==> src/rtl/sa_cache_pkg.sv <==
package sa_cache_pkg;
  typedef enum logic [1:0] {
    ST_IDLE  = 2'd0,
    ST_EVICT = 2'd1,
    ST_FILL  = 2'd2,
    ST_WTHRU = 2'd3
  } cst_e;
endpackage

==> src/rtl/sa_cache_tags.sv <==
module sa_cache_tags #(
  parameter int WAYS  = 2,
  parameter int SETS  = 4,
  parameter int IDX_W = 2,
  parameter int TAG_W = 6
) (
  input  logic                  clk,
  input  logic                  rst_n,
  input  logic [IDX_W-1:0]      idx,
  input  logic [TAG_W-1:0]      tag,
  input  logic                  commit_en,
  input  logic [WAYS-1:0]       commit_sel,
  input  logic                  mark_en,
  input  logic [WAYS-1:0]       mark_sel,
  output logic [WAYS-1:0]       hit_vec,
  output logic [WAYS-1:0]       valid_o,
  output logic [WAYS-1:0]       dirty_o,
  output logic [WAYS*TAG_W-1:0] tag_flat_o
);
  logic [WAYS-1:0]  valid_q [SETS];
  logic [WAYS-1:0]  dirty_q [SETS];
  logic [TAG_W-1:0] tag_q   [SETS][WAYS];

  always_ff @(posedge clk or negedge rst_n) begin
    if (!rst_n) begin
      for (int s = 0; s < SETS; s++) begin
        valid_q[s] <= '0;
        dirty_q[s] <= '0;
      end
    end else if (commit_en) begin
      valid_q[idx] <= valid_q[idx] | commit_sel;
      dirty_q[idx] <= dirty_q[idx] & ~commit_sel;
    end else if (mark_en) begin
      dirty_q[idx] <= dirty_q[idx] | mark_sel;
    end
  end

  always_ff @(posedge clk) begin
    for (int w = 0; w < WAYS; w++) begin
      if (commit_en && commit_sel[w]) tag_q[idx][w] <= tag;
    end
  end

  assign valid_o = valid_q[idx];
  assign dirty_o = dirty_q[idx];

  for (genvar w = 0; w < WAYS; w++) begin : g_cmp
    assign hit_vec[w] = valid_q[idx][w] && (tag_q[idx][w] == tag);
    assign tag_flat_o[w*TAG_W +: TAG_W] = tag_q[idx][w];
  end

  AST_HIT_ONEHOT: assert property (@(posedge clk) disable iff (!rst_n)
    $onehot0(hit_vec));
  AST_DIRTY_NEEDS_VALID: assert property (@(posedge clk) disable iff (!rst_n)
    (dirty_o & ~valid_o) == '0);
endmodule

==> src/rtl/sa_cache_repl.sv <==
module sa_cache_repl #(
  parameter int WAYS  = 2,
  parameter int SETS  = 4,
  parameter int IDX_W = 2,
  parameter int PTR_W = 1,
  parameter bit RANDOM_REPL = 1'b0
) (
  input  logic             clk,
  input  logic             rst_n,
  input  logic [IDX_W-1:0] idx,
  input  logic [WAYS-1:0]  valid_i,
  input  logic             advance,
  output logic [PTR_W-1:0] victim
);
  logic [PTR_W-1:0] cur_ptr;

  function automatic logic [PTR_W-1:0] bump(input logic [PTR_W-1:0] p);
    return (p == PTR_W'(WAYS-1)) ? '0 : p + 1'b1;
  endfunction

  always_comb begin
    victim = cur_ptr;
    for (int w = WAYS-1; w >= 0; w--) begin
      if (!valid_i[w]) victim = PTR_W'(w);
    end
  end

  if (RANDOM_REPL) begin : g_shared
    logic [PTR_W-1:0] gptr_q, gptr_d;
    logic unused_idx;
    assign unused_idx = ^idx;
    assign cur_ptr = gptr_q;
    always_comb gptr_d = advance ? bump(gptr_q) : gptr_q;
    always_ff @(posedge clk or negedge rst_n) begin
      if (!rst_n) gptr_q <= '0;
      else        gptr_q <= gptr_d;
    end
    AST_SHARED_HOLD: assert property (@(posedge clk) disable iff (!rst_n)
      !advance |=> $stable(gptr_q));
  end else begin : g_perset
    logic [PTR_W-1:0] ptr_q [SETS];
    assign cur_ptr = ptr_q[idx];
    always_ff @(posedge clk or negedge rst_n) begin
      if (!rst_n) begin
        for (int s = 0; s < SETS; s++) ptr_q[s] <= '0;
      end else if (advance) begin
        ptr_q[idx] <= bump(ptr_q[idx]);
      end
    end
  end

  AST_INVALID_FIRST: assert property (@(posedge clk) disable iff (!rst_n)
    (|(~valid_i)) |-> !valid_i[victim]);
endmodule

==> src/rtl/sa_cache_data.sv <==
module sa_cache_data #(
  parameter int WAYS   = 2,
  parameter int SETS   = 4,
  parameter int WORDS  = 4,
  parameter int IDX_W  = 2,
  parameter int WORD_B = 2,
  parameter int DATA_W = 32
) (
  input  logic              clk,
  input  logic [IDX_W-1:0]  idx,
  input  logic              we,
  input  logic [WAYS-1:0]   wsel,
  input  logic [WORD_B-1:0] wword,
  input  logic [DATA_W-1:0] wdata,
  input  logic [WAYS-1:0]   rsel,
  input  logic [WORD_B-1:0] rword,
  output logic [DATA_W-1:0] rdata
);
  logic [DATA_W-1:0] line_q [SETS][WAYS][WORDS];
  logic [DATA_W-1:0] way_word [WAYS];

  always_ff @(posedge clk) begin
    for (int w = 0; w < WAYS; w++) begin
      if (we && wsel[w]) line_q[idx][w][wword] <= wdata;
    end
  end

  for (genvar w = 0; w < WAYS; w++) begin : g_rd
    assign way_word[w] = rsel[w] ? line_q[idx][w][rword] : '0;
  end

  always_comb begin
    rdata = '0;
    for (int w = 0; w < WAYS; w++) rdata = rdata | way_word[w];
  end
endmodule

==> src/rtl/sa_cache.sv <==
module sa_cache
  import sa_cache_pkg::*;
#(
  parameter int ADDR_W     = 12,
  parameter int DATA_W     = 32,
  parameter int WAYS       = 2,
  parameter int SETS       = 4,
  parameter int LINE_WORDS = 4,
  parameter bit WRITE_BACK  = 1'b1,
  parameter bit RANDOM_REPL = 1'b0
) (
  input  logic              clk,
  input  logic              rst_n,
  input  logic              cpu_req,
  input  logic              cpu_we,
  input  logic [ADDR_W-1:0] cpu_addr,
  input  logic [DATA_W-1:0] cpu_wdata,
  output logic [DATA_W-1:0] cpu_rdata,
  output logic              cpu_ready,
  output logic              mem_req,
  output logic              mem_we,
  output logic [ADDR_W-1:0] mem_addr,
  output logic [DATA_W-1:0] mem_wdata,
  input  logic [DATA_W-1:0] mem_rdata,
  input  logic              mem_ack
);
  localparam int BYTE_OFF = $clog2(DATA_W/8);
  localparam int WORD_B   = $clog2(LINE_WORDS);
  localparam int OFF_W    = BYTE_OFF + WORD_B;
  localparam int IDX_W    = $clog2(SETS);
  localparam int TAG_W    = ADDR_W - OFF_W - IDX_W;
  localparam int PTR_W    = $clog2(WAYS);
  localparam logic [WORD_B-1:0] LAST = WORD_B'(LINE_WORDS-1);

  cst_e              state_q, state_d;
  logic [WORD_B-1:0] cnt_q, cnt_d;
  logic [PTR_W-1:0]  vic_q, vic_d;

  logic [WORD_B-1:0] a_word;
  logic [IDX_W-1:0]  a_idx;
  logic [TAG_W-1:0]  a_tag;
  assign a_word = cpu_addr[OFF_W-1:BYTE_OFF];
  assign a_idx  = cpu_addr[OFF_W+IDX_W-1:OFF_W];
  assign a_tag  = cpu_addr[ADDR_W-1:OFF_W+IDX_W];

  logic [WAYS-1:0]       hit_vec, valid_set, dirty_set, vic_oh;
  logic [WAYS*TAG_W-1:0] tag_flat;
  logic [TAG_W-1:0]      vic_tag;
  logic [PTR_W-1:0]      victim, hit_way;
  logic                  hit, advance, commit_en, mark_en;
  logic                  d_we;
  logic [WAYS-1:0]       d_wsel, d_rsel;
  logic [WORD_B-1:0]     d_wword, d_rword;
  logic [DATA_W-1:0]     d_wdata, line_rd;

  assign hit     = |hit_vec;
  assign vic_oh  = WAYS'(1) << vic_q;
  assign vic_tag = tag_flat[vic_q*TAG_W +: TAG_W];

  always_comb begin
    hit_way = '0;
    for (int w = 0; w < WAYS; w++) begin
      if (hit_vec[w]) hit_way = PTR_W'(w);
    end
  end

  sa_cache_tags #(.WAYS(WAYS), .SETS(SETS), .IDX_W(IDX_W), .TAG_W(TAG_W)) u_tags (
    .clk(clk), .rst_n(rst_n), .idx(a_idx), .tag(a_tag),
    .commit_en(commit_en), .commit_sel(vic_oh),
    .mark_en(mark_en), .mark_sel(hit_vec),
    .hit_vec(hit_vec), .valid_o(valid_set), .dirty_o(dirty_set), .tag_flat_o(tag_flat)
  );

  sa_cache_repl #(.WAYS(WAYS), .SETS(SETS), .IDX_W(IDX_W), .PTR_W(PTR_W),
                  .RANDOM_REPL(RANDOM_REPL)) u_repl (
    .clk(clk), .rst_n(rst_n), .idx(a_idx), .valid_i(valid_set),
    .advance(advance), .victim(victim)
  );

  sa_cache_data #(.WAYS(WAYS), .SETS(SETS), .WORDS(LINE_WORDS), .IDX_W(IDX_W),
                  .WORD_B(WORD_B), .DATA_W(DATA_W)) u_data (
    .clk(clk), .idx(a_idx), .we(d_we), .wsel(d_wsel), .wword(d_wword),
    .wdata(d_wdata), .rsel(d_rsel), .rword(d_rword), .rdata(line_rd)
  );

  assign cpu_rdata = line_rd;
  assign d_rsel    = (state_q == ST_EVICT) ? vic_oh : hit_vec;
  assign d_rword   = (state_q == ST_EVICT) ? cnt_q : a_word;

  always_comb begin
    state_d   = state_q;
    cnt_d     = cnt_q;
    vic_d     = vic_q;
    cpu_ready = 1'b0;
    mem_req   = 1'b0;
    mem_we    = 1'b0;
    mem_addr  = '0;
    mem_wdata = '0;
    d_we      = 1'b0;
    d_wsel    = hit_vec;
    d_wword   = a_word;
    d_wdata   = cpu_wdata;
    advance   = 1'b0;
    commit_en = 1'b0;
    mark_en   = 1'b0;
    unique case (state_q)
      ST_IDLE: begin
        if (cpu_req) begin
          if (cpu_we && !WRITE_BACK) begin
            state_d = ST_WTHRU;
          end else if (hit) begin
            cpu_ready = 1'b1;
            d_we      = cpu_we;
            mark_en   = cpu_we;
          end else begin
            vic_d   = victim;
            cnt_d   = '0;
            advance = &valid_set;
            state_d = (valid_set[victim] && dirty_set[victim]) ? ST_EVICT : ST_FILL;
          end
        end
      end
      ST_EVICT: begin
        mem_req   = 1'b1;
        mem_we    = 1'b1;
        mem_addr  = {vic_tag, a_idx, cnt_q, BYTE_OFF'(0)};
        mem_wdata = line_rd;
        if (mem_ack) begin
          cnt_d = cnt_q + 1'b1;
          if (cnt_q == LAST) state_d = ST_FILL;
        end
      end
      ST_FILL: begin
        mem_req  = 1'b1;
        mem_addr = {a_tag, a_idx, cnt_q, BYTE_OFF'(0)};
        d_wsel   = vic_oh;
        d_wword  = cnt_q;
        d_wdata  = mem_rdata;
        if (mem_ack) begin
          d_we  = 1'b1;
          cnt_d = cnt_q + 1'b1;
          if (cnt_q == LAST) begin
            commit_en = 1'b1;
            state_d   = ST_IDLE;
          end
        end
      end
      ST_WTHRU: begin
        mem_req   = 1'b1;
        mem_we    = 1'b1;
        mem_addr  = {cpu_addr[ADDR_W-1:BYTE_OFF], BYTE_OFF'(0)};
        mem_wdata = cpu_wdata;
        if (mem_ack) begin
          cpu_ready = 1'b1;
          d_we      = hit;
          state_d   = ST_IDLE;
        end
      end
      default: state_d = ST_IDLE;
    endcase
  end

  always_ff @(posedge clk or negedge rst_n) begin
    if (!rst_n) begin
      state_q <= ST_IDLE;
      cnt_q   <= '0;
      vic_q   <= '0;
    end else begin
      state_q <= state_d;
      cnt_q   <= cnt_d;
      vic_q   <= vic_d;
    end
  end

  AST_READY_WITH_REQ: assert property (@(posedge clk) disable iff (!rst_n)
    cpu_ready |-> cpu_req);
  AST_REQ_HELD: assert property (@(posedge clk) disable iff (!rst_n)
    (cpu_req && !cpu_ready) |=> (cpu_req && $stable(cpu_addr)));
  AST_ALIGNED: assert property (@(posedge clk) disable iff (!rst_n)
    cpu_req |-> (cpu_addr[BYTE_OFF-1:0] == '0));
  AST_WT_NO_LINE_READ: assert property (@(posedge clk) disable iff (!rst_n)
    (!WRITE_BACK && cpu_req && cpu_we) |-> !(mem_req && !mem_we));
  AST_WB_STORE_HIT_QUIET: assert property (@(posedge clk) disable iff (!rst_n)
    (WRITE_BACK && cpu_ready && cpu_we) |-> !mem_req);
endmodule

==> config.mk <==
export PLATFORM = sky130hd
export DESIGN_NAME = sa_cache
export DESIGN_NICKNAME = d
export VERILOG_FILES = /design/src/rtl/sa_cache_pkg.sv /design/src/rtl/sa_cache_tags.sv /design/src/rtl/sa_cache_repl.sv /design/src/rtl/sa_cache_data.sv /design/src/rtl/sa_cache.sv
export SDC_FILE = /design/constraint.sdc
export NUM_CORES = 1
export LEC_CHECK = 0
export ABC_AREA = 0
export ABC_CLOCK_PERIOD_IN_PS = 4600
export BUFFER_PORTS_ARGS = -buffer_cell sky130_fd_sc_hd__buf_2
export CAP_MARGIN = 10
export CELL_PAD_IN_SITES_DETAIL_PLACEMENT = 0
export CELL_PAD_IN_SITES_GLOBAL_PLACEMENT = 1
export CORE_UTILIZATION = 49
export CTS_CLUSTER_DIAMETER = 60
export DETAILED_ROUTE_END_ITERATION = 8
export PLACE_DENSITY_LB_ADDON = 0.08
export SLEW_MARGIN = 20
export SYNTH_ARGS = -nofsm -noshare
export SYNTH_HDL_FRONTEND = slang
export SYNTH_HIERARCHICAL = 1
export SYNTH_SLANG_ARGS = --single-unit
==> constraint.sdc <==
create_clock -name clk -period 4.6 [get_ports clk]
set_clock_uncertainty 0.2 [all_clocks]
set_input_delay 0.92 -clock clk [delete_from_list [all_inputs] [get_ports clk]]
set_output_delay 0.92 -clock clk [all_outputs]
set_load 0.005 [all_outputs]
==> metrics.log <==
[metrics] number of cell instances on the worst register-to-register path: 13
[metrics] status: finished with violations
[metrics] fin nets: 2804
[metrics] area of the die: 90400 um^2
[metrics] buffering stage count on the worst path with inverters included: 8
[metrics] Inserted Diodes: 0
[metrics] final setup violation count: 64
[metrics] area added between synthesis and finish: 21.2%
[metrics] via density per instance: 6.23
[metrics] clock net sink count: 1097
[metrics] share of the core filled with cells in the final layout: 59.9%
[metrics] global-route wire length before repair: 175000 um
[metrics] Starting Density: 49.4%
[metrics] detailed-route wire length: 122000 um
[metrics] clock buffer count from CTS: 113
[metrics] CTS H-tree depth: 3
[metrics] Avg Inst Size Synth: 18.8 um^2
[metrics] clock period minus worst slack: 5.02 ns
[metrics] total I/O pin count: 160
[metrics] actual transition at the worst max-transition pin: 1.12 ns
[metrics] largest fanout on the critical path: 8
[metrics] VDD IR max: 0.428 mV
[metrics] origin of the critical flop-to-flop path: u_tags/tag_q[3][1]
[metrics] number of max-capacitance violations reported: 0
[metrics] violated checks: setup timing
[metrics] total number of vias: 24.8k
[metrics] Die W: 301 um
[metrics] Fmax achieved: 199 MHz
[metrics] vias in the first global route: 25.0k
[metrics] area of the mapped netlist: 43700 um^2
[metrics] EDFF count, synth: 1072
[metrics] share of the cycle needed by the critical path after routing: 109%
[metrics] core footprint: 88400 um^2
[metrics] min-delay worst type: in -> async
[metrics] largest net degree at the start of global routing: 102
[metrics] cell breakdown of the critical path: buf_16, buf_12, mux4_2, xor2_2, nor4_4, inv_1, mux2i_1, buf_4, nor2b_4, buf_6, buf_12, a221oi_2, o211ai_1, buf_4, a22o_1, buf_2
[metrics] most instantiated flip-flop cell in the synthesis netlist: edfxtp_1
[metrics] global routing usage summed across all routing layers: 27.1%
[metrics] commonest cells after routing, fill and taps aside: 1072 x edfxtp_1, 237 x mux2i_1, 172 x buf_4
[metrics] weighted congestion at the end of routability-driven global placement: 0.834
[metrics] largest incremental delay on the critical path: 0.55 ns
[metrics] CTS tree: built
[metrics] number of DRC markers after the initial detailed-route iteration: 2404
[metrics] total power density per cell area: 440 nW/um^2
[metrics] fraction of registers with async set/reset: 2.28%
[metrics] fin. max-slew vios: 0
[metrics] number of warnings issued by yosys: 6
[metrics] clock transition at the registers of the reported paths: 0.06 ns
[metrics] Core Rows: 109
[metrics] post-placement cell count: 3729
[metrics] number of buffers added to fix hold violations after cts: 0
[metrics] final routed wire length divided by cell count: 30.7 um
[metrics] Setup CP Type: in -> out
[metrics] detailed placer's ending HPWL: 72600 um
[metrics] Critical Path Source Type: input port
[metrics] count of distinct cell types in the synthesized netlist: 58
[metrics] family with the most delay on the worst path: buffers and inverters
[metrics] synthesis-stage register bit count: 1097
[metrics] cell at the root of the clock tree: clkbuf_16
[metrics] I/O Buffers: 155
[metrics] DRC violations left: 0
[metrics] part of the Yosys area used for sequential elements: 75.1%
[metrics] worst path required time: 3.48 ns
[metrics] ANT nets after route: 0
[metrics] worst rel slew slack: 24.8%
[metrics] total global routing overflow: 0
[metrics] Skew-Pair Late Insertion Delay: 0.68 ns
[metrics] count of non-filler cells in the finished layout: 3975
[metrics] RR Endpoint: u_data/line_q[3][94]
[metrics] proportion of layout cells with a drive suffix above 1: 34.6%
[metrics] antenna violations before repair: 1
[metrics] leak pwr: 18.1 nW
[metrics] kind of end point of the critical path: primary output
[metrics] Initial DRT Pass Iterations: 7
[metrics] Die H: 301 um
[metrics] commonest non-fill, non-tap cell in the layout: edfxtp_1
[metrics] RSZ-0062 raised after global routing: yes
[metrics] data arrival at the endpoint of the critical path: 3.90 ns
[metrics] maximum clock insertion buffer count: 3
[metrics] final number of hold-violating endpoints: 0
[metrics] CP max-delay cell: mux4_2
[metrics] Synth Instances: 2325
[metrics] setup slack, reg-to-reg: 0.66 ns
[metrics] minimum setup slack in the final design: -0.421 ns
## cell families after synthesis
family / after synthesis / share of synthesized area, %
AOI/OAI and AO/OA: 397 / 7.51
xor gates and xnor gates: 16 / 0.321
adders and majority gates: 8 / 0.229
buffers and inverters: 206 / 2.34
DFF: 1097 / 75.1
muxes: 429 / 12.4
other: 1 / 0.00858
and+or+nand+nor: 171 / 2.06
## sequential cells by signal (all words and copies together), names as in the netlist
signal                 flops
vic_q                      1
u_tags/tag_q              48
u_data/line_q           1024
cnt_q                      2
u_tags/dirty_q             8
u_tags/valid_q             8
state_q                    2
u_repl/g_perset.ptr_q      4
## report_power, final
part / switching [mW] / total (mW) / internal [mW]
Sequential: 0.0667 / 12.0 / 11.9
Clock: 3.79 / 8.88 / 5.10
Combinational: 1.71 / 2.41 / 0.696
Total: 5.57 / 23.3 / 17.7
## synth_stat cells (all sizes together) (32+ instances only)
cell type | number | share of area [%]
mux4 | 76 | 4.0
edfxtp | 1072 | 74
a221oi | 48 | 0.96
inv | 47 | 0.40
clkbuf | 79 | 0.69
mux2 | 116 | 3.0
o22ai | 98 | 1.4
a22o | 32 | 0.64
o221ai | 100 | 2.0
o221a | 61 | 1.6
nor2 | 57 | 0.49
mux2i | 237 | 5.4
buf | 80 | 1.2
## metal layers
| metal | GRT usage (%) | vias up | wire length, um |
|---|---|---|---|
| met1 | 37.9 | 13189 | 50800 |
| met4 | 8.68 | 0 | 3400 |
| met5 | 0 | - | 0 |
| met3 | 4.78 | 163 | 8590 |
| met2 | 43.6 | 923 | 59100 |
| li1 | - | 10496 | - |
## worst reg2reg max path, delay by kind of cell, from the launching register on
family / cells / cell delay (ns)
simple gates: 5 / 1.18
buf+inv: 4 / 0.90
compound gates: 2 / 0.29
mux: 1 / 0.54
xor+xnor: 1 / 0.14
flops: 1 / 0.36
## worst max path at each step
stage | cells after the start | startpoint | slack, ns | to
final | 16 | cpu_addr[4] | -0.42 | mem_wdata[19]
after global routing | 17 | cpu_addr[4] | -0.62 | mem_wdata[19]
after CTS | 16 | cpu_addr[4] | -0.44 | mem_wdata[27]
after detailed placement | 14 | cpu_addr[4] | -0.79 | mem_wdata[17]
after global placement | 14 | cpu_addr[4] | -0.82 | mem_wdata[17]
after floorplan | 12 | cpu_addr[5] | -0.23 | u_data/line_q[1][0]
## stage by stage
stage                     instance area (um^2)  TNS, ns  total power, mW  setup slack [ns]  hold slack [ns]
after floorplan                          43800  -189.83             13.6            -0.233            0.238
after global placement                   48100  -184.67             14.5            -0.818            0.253
after detailed placement                 48100  -179.97             14.6            -0.792            0.256
after CTS                                52600   -22.79             23.5            -0.436           0.0306
after global routing                     53000   -31.52             24.1            -0.617           0.0748
final                                    53000   -20.85             23.3            -0.421           0.0430
## timing repair
item,CTS,global route
pin swaps,52,28
endpoints found under the setup margin,64,64
resized for setup,124,34
cloned,4,1
setup buffers,24,13
## final cells by class
type / instances / area [um^2]
clock buffers: 131 / 2950
repair buffers: 433 / 4130
well taps: 1165 / 1460
flip-flops and latches: 1097 / 32800
clock inverters: 79 / 667
multi-input cells: 1023 / 10800
inverters: 47 / 176
fillers: 6476 / 35400
No activity file was read; power rests on OpenSTA's default activity.
